### src/rtl/uart_tx_pkg.sv
package uart_tx_pkg;
  typedef enum logic [1:0] {
    K_DATA  = 2'd0,
    K_IDLE  = 2'd1,
    K_BREAK = 2'd2
  } frame_kind_e;
endpackage

### src/rtl/uart_tx_sched.sv
module uart_tx_sched
  import uart_tx_pkg::*;
#(
  parameter int DATA_W = 9
) (
  input  logic              clk,
  input  logic              rst,
  input  logic [DATA_W-1:0] tx_data,
  input  logic              tx_valid,
  output logic              tx_ready,
  input  logic              idle_req,
  input  logic              break_req,
  input  logic              start,
  output logic              have_work,
  output frame_kind_e       kind,
  output logic [DATA_W-1:0] data_q
);
  logic hold_v, pend_idle, pend_brk;

  assign tx_ready  = !hold_v;
  assign have_work = pend_brk || pend_idle || hold_v;
  assign kind      = pend_brk ? K_BREAK : (pend_idle ? K_IDLE : K_DATA);

  always_ff @(posedge clk) begin
    if (rst) begin
      hold_v    <= 1'b0;
      data_q    <= '0;
      pend_idle <= 1'b0;
      pend_brk  <= 1'b0;
    end else begin
      pend_brk  <= (pend_brk && !start) || break_req;
      pend_idle <= (pend_idle && !(start && !pend_brk)) || idle_req;
      if (tx_valid && !hold_v) begin
        hold_v <= 1'b1;
        data_q <= tx_data;
      end else if (start && !pend_brk && !pend_idle) begin
        hold_v <= 1'b0;
      end
    end
  end

  // a held word stays put until a data frame takes it
  assert_hold_kept_R8: assert property (@(posedge clk) disable iff (rst)
    (hold_v && !start) |=> (hold_v && $stable(data_q)));
endmodule

### src/rtl/uart_tx_build.sv
module uart_tx_build
  import uart_tx_pkg::*;
#(
  parameter int DATA_W = 9,
  localparam int FW    = DATA_W + 3,
  localparam int CW    = $clog2(FW + 1)
) (
  input  frame_kind_e       kind,
  input  logic [DATA_W-1:0] data,
  input  logic              word_long,
  input  logic              par_en,
  input  logic              par_odd,
  output logic [FW-1:0]     frame,
  output logic [CW-1:0]     len
);
  always_comb begin
    int  w;
    logic par;
    w     = word_long ? DATA_W : DATA_W - 1;
    par   = par_odd;
    frame = '1;
    for (int i = 0; i < DATA_W - 1; i++)
      if (i < w - 1) par = par ^ data[i];
    case (kind)
      K_DATA: begin
        frame[0] = 1'b0;
        for (int i = 0; i < DATA_W; i++)
          if (i < w) frame[i+1] = (par_en && i == w - 1) ? par : data[i];
      end
      K_BREAK: begin
        for (int i = 0; i < FW; i++)
          if (i < w + 2) frame[i] = 1'b0;
      end
      default: frame = '1;
    endcase
    len = (kind == K_BREAK) ? CW'(w + 3) : CW'(w + 2);
  end
endmodule

### src/rtl/uart_tx_shift.sv
module uart_tx_shift
  import uart_tx_pkg::*;
#(
  parameter int DATA_W = 9,
  localparam int FW    = DATA_W + 3,
  localparam int CW    = $clog2(FW + 1)
) (
  input  logic          clk,
  input  logic          rst,
  input  logic          baud_tick,
  input  logic          start,
  input  frame_kind_e   kind,
  input  logic [FW-1:0] frame,
  input  logic [CW-1:0] len,
  output logic          can_load,
  output logic          txd,
  output logic          busy
);
  logic [FW-1:0] sh;
  logic [CW-1:0] cnt;

  assign can_load = baud_tick && (!busy || cnt == '0);
  assign txd      = sh[0];

  always_ff @(posedge clk) begin
    if (rst) begin
      sh   <= '1;
      cnt  <= '0;
      busy <= 1'b0;
    end else if (start) begin
      sh   <= frame;
      cnt  <= len - CW'(1);
      busy <= 1'b1;
    end else if (baud_tick && busy) begin
      if (cnt != '0) begin
        sh  <= {1'b1, sh[FW-1:1]};
        cnt <= cnt - CW'(1);
      end else begin
        sh   <= '1;
        busy <= 1'b0;
      end
    end
  end

  assert_line_rest_high_R7: assert property (@(posedge clk) disable iff (rst)
    !busy |-> txd);
  assert_bit_held_R6: assert property (@(posedge clk) disable iff (rst)
    (!$past(baud_tick) && $past(busy)) |-> $stable(txd));
  assert_busy_on_tick_R6: assert property (@(posedge clk) disable iff (rst)
    $rose(busy) |-> $past(baud_tick));
  assert_data_start_low_R1: assert property (@(posedge clk) disable iff (rst)
    (start && kind == K_DATA) |=> !txd);
  assert_idle_high_R3: assert property (@(posedge clk) disable iff (rst)
    (start && kind == K_IDLE) |=> (txd && busy));
  assert_break_low_R4: assert property (@(posedge clk) disable iff (rst)
    (start && kind == K_BREAK) |=> !txd);
endmodule

### src/rtl/uart_frame_tx.sv
module uart_frame_tx
  import uart_tx_pkg::*;
#(
  parameter int DATA_W = 9,
  localparam int FW    = DATA_W + 3,
  localparam int CW    = $clog2(FW + 1)
) (
  input  logic              clk,
  input  logic              rst,
  input  logic              baud_tick,
  input  logic              word_long,
  input  logic              par_en,
  input  logic              par_odd,
  input  logic [DATA_W-1:0] tx_data,
  input  logic              tx_valid,
  output logic              tx_ready,
  input  logic              idle_req,
  input  logic              break_req,
  output logic              txd,
  output logic              busy
);
  frame_kind_e       kind;
  logic [DATA_W-1:0] data_q;
  logic              have_work, can_load, start;
  logic [FW-1:0]     frame;
  logic [CW-1:0]     len;

  assign start = can_load && have_work;

  uart_tx_sched #(.DATA_W(DATA_W)) u_sched (
    .clk(clk), .rst(rst), .tx_data(tx_data), .tx_valid(tx_valid),
    .tx_ready(tx_ready), .idle_req(idle_req), .break_req(break_req),
    .start(start), .have_work(have_work), .kind(kind), .data_q(data_q)
  );

  uart_tx_build #(.DATA_W(DATA_W)) u_build (
    .kind(kind), .data(data_q), .word_long(word_long), .par_en(par_en),
    .par_odd(par_odd), .frame(frame), .len(len)
  );

  uart_tx_shift #(.DATA_W(DATA_W)) u_shift (
    .clk(clk), .rst(rst), .baud_tick(baud_tick), .start(start),
    .kind(kind), .frame(frame), .len(len), .can_load(can_load),
    .txd(txd), .busy(busy)
  );
endmodule

### config.mk
export PLATFORM = sky130hd
export DESIGN_NAME = uart_frame_tx
export DESIGN_NICKNAME = d
export VERILOG_FILES = /design/src/rtl/uart_tx_pkg.sv /design/src/rtl/uart_tx_sched.sv /design/src/rtl/uart_tx_build.sv /design/src/rtl/uart_tx_shift.sv /design/src/rtl/uart_frame_tx.sv
export SDC_FILE = /design/constraint.sdc
export NUM_CORES = 1
export LEC_CHECK = 0
export ABC_AREA = 1
export ABC_CLOCK_PERIOD_IN_PS = 4900
export BUFFER_PORTS_ARGS = -buffer_cell sky130_fd_sc_hd__buf_2
export CORE_ASPECT_RATIO = 1.75
export CORE_UTILIZATION = 35
export CTS_BUF_LIST = sky130_fd_sc_hd__clkbuf_2
export CTS_CLUSTER_SIZE = 12
export DETAILED_ROUTE_END_ITERATION = 10
export HOLD_SLACK_MARGIN = 0.08
export PLACE_DENSITY = 0.6
export SETUP_SLACK_MARGIN = 0.15
export SLEW_MARGIN = 25
export SYNTH_ARGS = -nofsm -noshare
export SYNTH_HDL_FRONTEND = slang
export SYNTH_HIERARCHICAL = 1
export SYNTH_SLANG_ARGS = --single-unit
export TNS_END_PERCENT = 30
### constraint.sdc
create_clock -name clk -period 4.9 [get_ports clk]
set_clock_uncertainty 0.15 [all_clocks]
set_input_delay 0.245 -clock clk [delete_from_list [all_inputs] [get_ports clk]]
set_output_delay 0.245 -clock clk [all_outputs]
set_load 0.05 [all_outputs]
# ---- Yosys cells after proc, flatten, opt, wreduce, memory -nomap -nowiden
# Index checks and enable logic that the tools add are counted.
dict set report classes {
  magnitude_cmp 29
  addsub 5
  mux 55
  reduce_logical 37
  bitwise 8
  eq_ne 10
}
# cell count
set ops {}
lappend ops {{less-than comparator 4 x 32 -> 1 bit, first input constant} 12}
lappend ops {{less-than comparator 3 x 32 -> 1 bit, first input constant} 6}
lappend ops {{less-than comparator 5 x 32 -> 1 bit, first input constant} 5}
lappend ops {{equality test 4 x 32 -> 1 bit, first input constant} 4}
lappend ops {{less-than comparator 1 x 32 -> 1 bit, first input constant} 3}
lappend ops {{less-than comparator 2 x 32 -> 1 bit, first input constant} 3}
lappend ops {{equality test 3 x 32 -> 1 bit, first input constant} 2}
lappend ops {{two-way mux 1 bit} 45}
lappend ops {{adder 32 x 3 -> 32 bit, second input constant} 1}
lappend ops {{equality test 2 x 32 -> 1 bit, first input constant} 1}
lappend ops {{equality test 5 x 32 -> 1 bit, first input constant} 1}
lappend ops {{logical NOT 32 bit} 1}
lappend ops {{subtractor 32 x 2 -> 32 bit, second input constant} 1}
lappend ops {{two-way mux 12 bit} 2}
lappend ops {{case mux 10 bit (2 select lines)} 1}
lappend ops {{logical AND 1 bit} 17}
lappend ops {{two-way mux 4 bit} 4}
lappend ops {{two-way mux 11 bit} 1}
lappend ops {{subtractor 4 x 1 -> 4 bit, second input constant} 2}
lappend ops {{XOR 1 bit} 8}
lappend ops {{logical NOT 1 bit} 6}
lappend ops {{nonzero test 2 bit} 3}
lappend ops {{logical OR 1 bit} 5}
lappend ops {{adder 4 x 3 -> 4 bit, second input constant} 1}
lappend ops {{other kinds (7)} 9}
dict set report totals {
  input_bits 18
  out_inout_bits 3
  word_cells 151
  regBits 29
}

# ---- Logic depth before layout (Yosys ltp)
dict set report logic_depth {
  ltp_word 22
  ltp_mapped 15
}

# ---- By module
# The synthesis kept the hierarchy.
# mod n_inst seq_area_each_um2 cells_each area_each_um2
set by_module_without_submodules {}
lappend by_module_without_submodules {uart_tx_shift 1 340.3 122 932.1}
lappend by_module_without_submodules {uart_tx_sched 1 240.2 58 455.4}
lappend by_module_without_submodules {uart_tx_build 1 0.0 69 330.3}
lappend by_module_without_submodules {uart_frame_tx 1 0.0 2 7.5}

# ---- Worst setup path after synthesis
# No wires, ideal clock.
dict set report synth_path {
  path_type {register -> register}
  startpoint {register u_shift.cnt[0]}
  endpoint {register u_shift.cnt[2]}
  t_arrival_ns 1.754
  required_time_ns 4.641
  slack_ns 2.887
  stages_incl_launch_ff 16
  n_path_buf 2
  setup_ns 0.109
  path_cell_list {dfxtp_1 -> nor2_1 -> nand3_2 -> a21oi_1 -> nand2_1 -> inv_1 -> buf_6 -> inv_6 -> buf_12 -> nand2_4 -> nand2_2 -> ha_1 -> xnor2_1 -> nand2_1 -> nand2_1 -> nor2_2}
}
dict set report synth_between {
  elab_chain_cells 6
  elab_cells_between_ends 12
  cone_classes {add/sub (1); mux (3); reduce/logical (8)}
}
# item line_no
set synth_lines {}
lappend synth_lines {{start, declared} uart_tx_shift.sv:20} ;# logic [CW-1:0] cnt;
lappend synth_lines {{start signal, assigned} uart_tx_shift.sv:32} ;# cnt <= len - CW'(1);
lappend synth_lines {{start signal, assigned} uart_tx_shift.sv:37} ;# cnt <= cnt - CW'(1);
lappend synth_lines {{logical NOT 4 bit *} uart_tx_shift.sv:22} ;# assign can_load = baud_tick && (!busy || cnt == '0);
lappend synth_lines {{logical OR 1 bit *} uart_tx_shift.sv:22}
lappend synth_lines {{logical AND 1 bit *} uart_tx_shift.sv:22}
lappend synth_lines {{via can_load} uart_frame_tx.sv:24} ;# logic have_work, can_load, start;
lappend synth_lines {{logical AND 1 bit *} uart_frame_tx.sv:28} ;# assign start = can_load && have_work;
lappend synth_lines {{via start} uart_frame_tx.sv:24}
lappend synth_lines {{nonzero test 2 bit (no source line)} --}
lappend synth_lines {{AND reduction 2 bit (no source line)} --}
# Mark *: on every way through the listed nets, which the timed path passes. The rest lies on a longest branch. The select of a mux whose other input is x is not followed.
# A chain may end at the register's enable or synchronous reset.

# ---- Worst setup path in the final report
# Same ends and word-level chain as after synthesis.

==> metrics.md <==
| Metric | Value |
|---|---|
| Htree depth | `2` |
| Layout cells sized above 1 | `18.4%` |
| Placed cell area | `1780 sq um` |
| WS Path Type | `flip-flop to flip-flop` |
| Worst vdd ir | `0.218 mV` |
| TritonRoute pass-1 iters | `6` |
| Fin. max-slew vios | `0` |
| Setup TNS | `0 ns` |
| Worst-path fanout max | `21` |
| Worst setup SP type | `flip-flop` |
| Starting Density | `36.7%` |
| DRT antenna net count | `0` |
| Clk_lat worst skew | `0.37 ns` |
| RSZ-0062 raised after global routing | `false` |
| Power per Cell Area | `about 350 nW/um^2` |
| Die Ht | `94.9 um` |
| Status | `completed` |
| Static Leakage | `0.981 nW` |
| CTS clock-pin slew for the worst setup and hold paths | `0.17 ns` |
| Initial antenna violation count | `0` |
| Max Cap Viol | `0` |
| Placed Cells | `310` |
| Number of global-route vias before repair | `~1,700` |
| RePlAce Congestion | `0.802` |
| Nets | `308` |
| Io pins | `21` |
| Tcrit/Tclk final | `47.1%` |
| Synthesis-to-layout area growth | `19.4%` |
| Final cell count without fillers | `340` |
| GRT overflow | `0` |
| Gr usage total | `17.8%` |
| Crit path required time | `5.03 ns` |
| Yosys cell types | `29` |
| Via-per-instance ratio | `4.78` |
| Core area | `4710 sq um` |
| FP Rows | `33` |
| Synth Area per Inst | `roughly 6.9 sq um` |
| Worst Path Arrival | `2.44 ns` |
| CTS tree | `built` |
| Fmax | `~430 MHz` |
| Worst Hold Class | `primary input to flip-flop` |
| Netlist area before placement | `1730 sq um` |
| Die ar. | `5230 sq um` |
| Largest net degree at the start of global routing | `22` |
| Register area share after synthesis | `33.6%` |
| Final min period | `2.31 ns` |
| Cell count after synthesis | `251` |
| Flop and latch count out of synthesis | `29` |
| Most common cell in the synthesized netlist | `nand2_1` |
| CTS root buffer | `clkbuf_2` |
| Initial drt markers | `21` |
| Clock sinks | `29` |
| # setup viols final | `0` |
| Crit end category | `flip-flop` |
| Inserted Diodes | `0` |
| Main area contributors after synthesis | `dfxtp_1, nand2_1, inv_1, a21oi_1, o22ai_1` |
| Post-synth top flop | `dfxtp_1` |
| CTS Buf Count | `5` |
| DR vias | `between 1,500 and 2,000` |
| Leading area contributor after synthesis | `dfxtp_1` |
| Post-CTS Setup Bufs | `0` |
| Port-buffer cells | `20` |
| Global-route wire length before repair | `between 6000 and 7000 um` |
| Synth top area share | `between 30% and 40%` |
| Design area | `2060 sq um` |
| HPWL after detailed placement | `approximately 2700 um` |
| Final hold violations | `0` |
| Synth async-reset ratio | `0%` |
| Drt wl/cell | `roughly 11 um` |
| DRC Markers | `0` |
| Yosys warnings | `6` |
| Post-synth EDFFs | `0` |
| Post-synth top cells | `nand2_1, inv_1, dfxtp_1, a21oi_1, o22ai_1` |
| Drt total wl | `approximately 3900 um` |
| Clock buffer depth | `2` |
| Die X | `approximately 55 um` |
placed cells by master (no fill, tap or decap), types with 9 or more instances in the layout:
master and n:
dlygate4sd3_1 22, o22ai_1 12, o21ai_1 11, o21ai_0 10, inv_1 34, nand2_1 68, buf_2 20, nand3_1 9
dfxtp_1 29, a21oi_1 18
metal layers:
layer	vias up	global-route usage (%)	share of wire [%]
met5	-	0	0
met4	0	7.71	2.1
met3	9	4.35	2.7
met2	27	33.1	57
met1	721	17.3	39
li1	867	-	-
layout make-up:
cell class	count	area, sq um
flip-flops and latches	29	581
clock inverters	2	33.8
repair buffers	42	320
inverters	38	148
clock buffers	6	30.0
fillers	522	2650
well taps	52	65.1
multi-input cells	171	883
through the flow:
stage	total power [mW]	hold slack [ns]	setup slack (ns)	utilization, %
floorplan	0.509	0.162	2.89	-
global placement	0.537	0.311	2.67	37.7
detailed placement	0.537	0.315	2.62	37.7
CTS	0.731	0.0811	2.58	43.8
global route	0.775	0.0880	2.30	43.8
finish	0.725	0.101	2.59	43.8
sequential cells by signal, summed over array words and instances (netlist names):
name               count
u_sched/data_q         9
u_sched/hold_v         1
u_sched/pend_brk       1
u_sched/pend_idle      1
u_shift/busy           1
u_shift/cnt            4
u_shift/sh            12
path summary, 6_finish.rpt:
kind | from | cells after the start | end | slack (ns)
min reg2reg | u_sched/pend_idle | 2 | u_sched/pend_idle | 0.34
min | rst | 2 | u_shift/cnt[2] | 0.10
max | u_shift/cnt[0] | 13 | u_shift/cnt[2] | 2.59
max reg2reg | u_shift/cnt[0] | 13 | u_shift/cnt[2] | 2.59
worst max-delay path, cell delays in order (launching register included):
cell	delay, ns
dfxtp_1	0.36
nor2_1	0.20
nand3_2	0.14
a21oi_1	0.16
nand2_1	0.06
inv_1	0.28
inv_6	0.16
nand2_1	0.10
nand2_1	0.09
ha_1	0.20
xnor2_1	0.15
nand2_1	0.06
nand2_1	0.07
nor2_2	0.03
logic make-up after synthesis:
kind of cell,count (synthesis),share of synthesized area [%]
and+or+nand+nor,111,31.0
AOI/OAI and AO/OA,54,17.1
buffers and inverters,52,15.4
DFF,29,33.6
adders and majority gates,3,2.18
xor gates and xnor gates,1,0.508
other,1,0.217
report_power, final:
group	total [mW]	switching, mW	internal [mW]	leakage, nW
clock network	0.179	0.0920	0.0871	0.0406
logic	0.259	0.164	0.0943	0.701
registers	0.287	0.0214	0.266	0.239
total	0.725	0.278	0.447	0.981
repair_timing:
item,in CTS,in global routing
gates resized for setup,0,0
endpoints found under the hold margin,13,0
hold buffers,22,0
(Power assumes the default switching activity.)
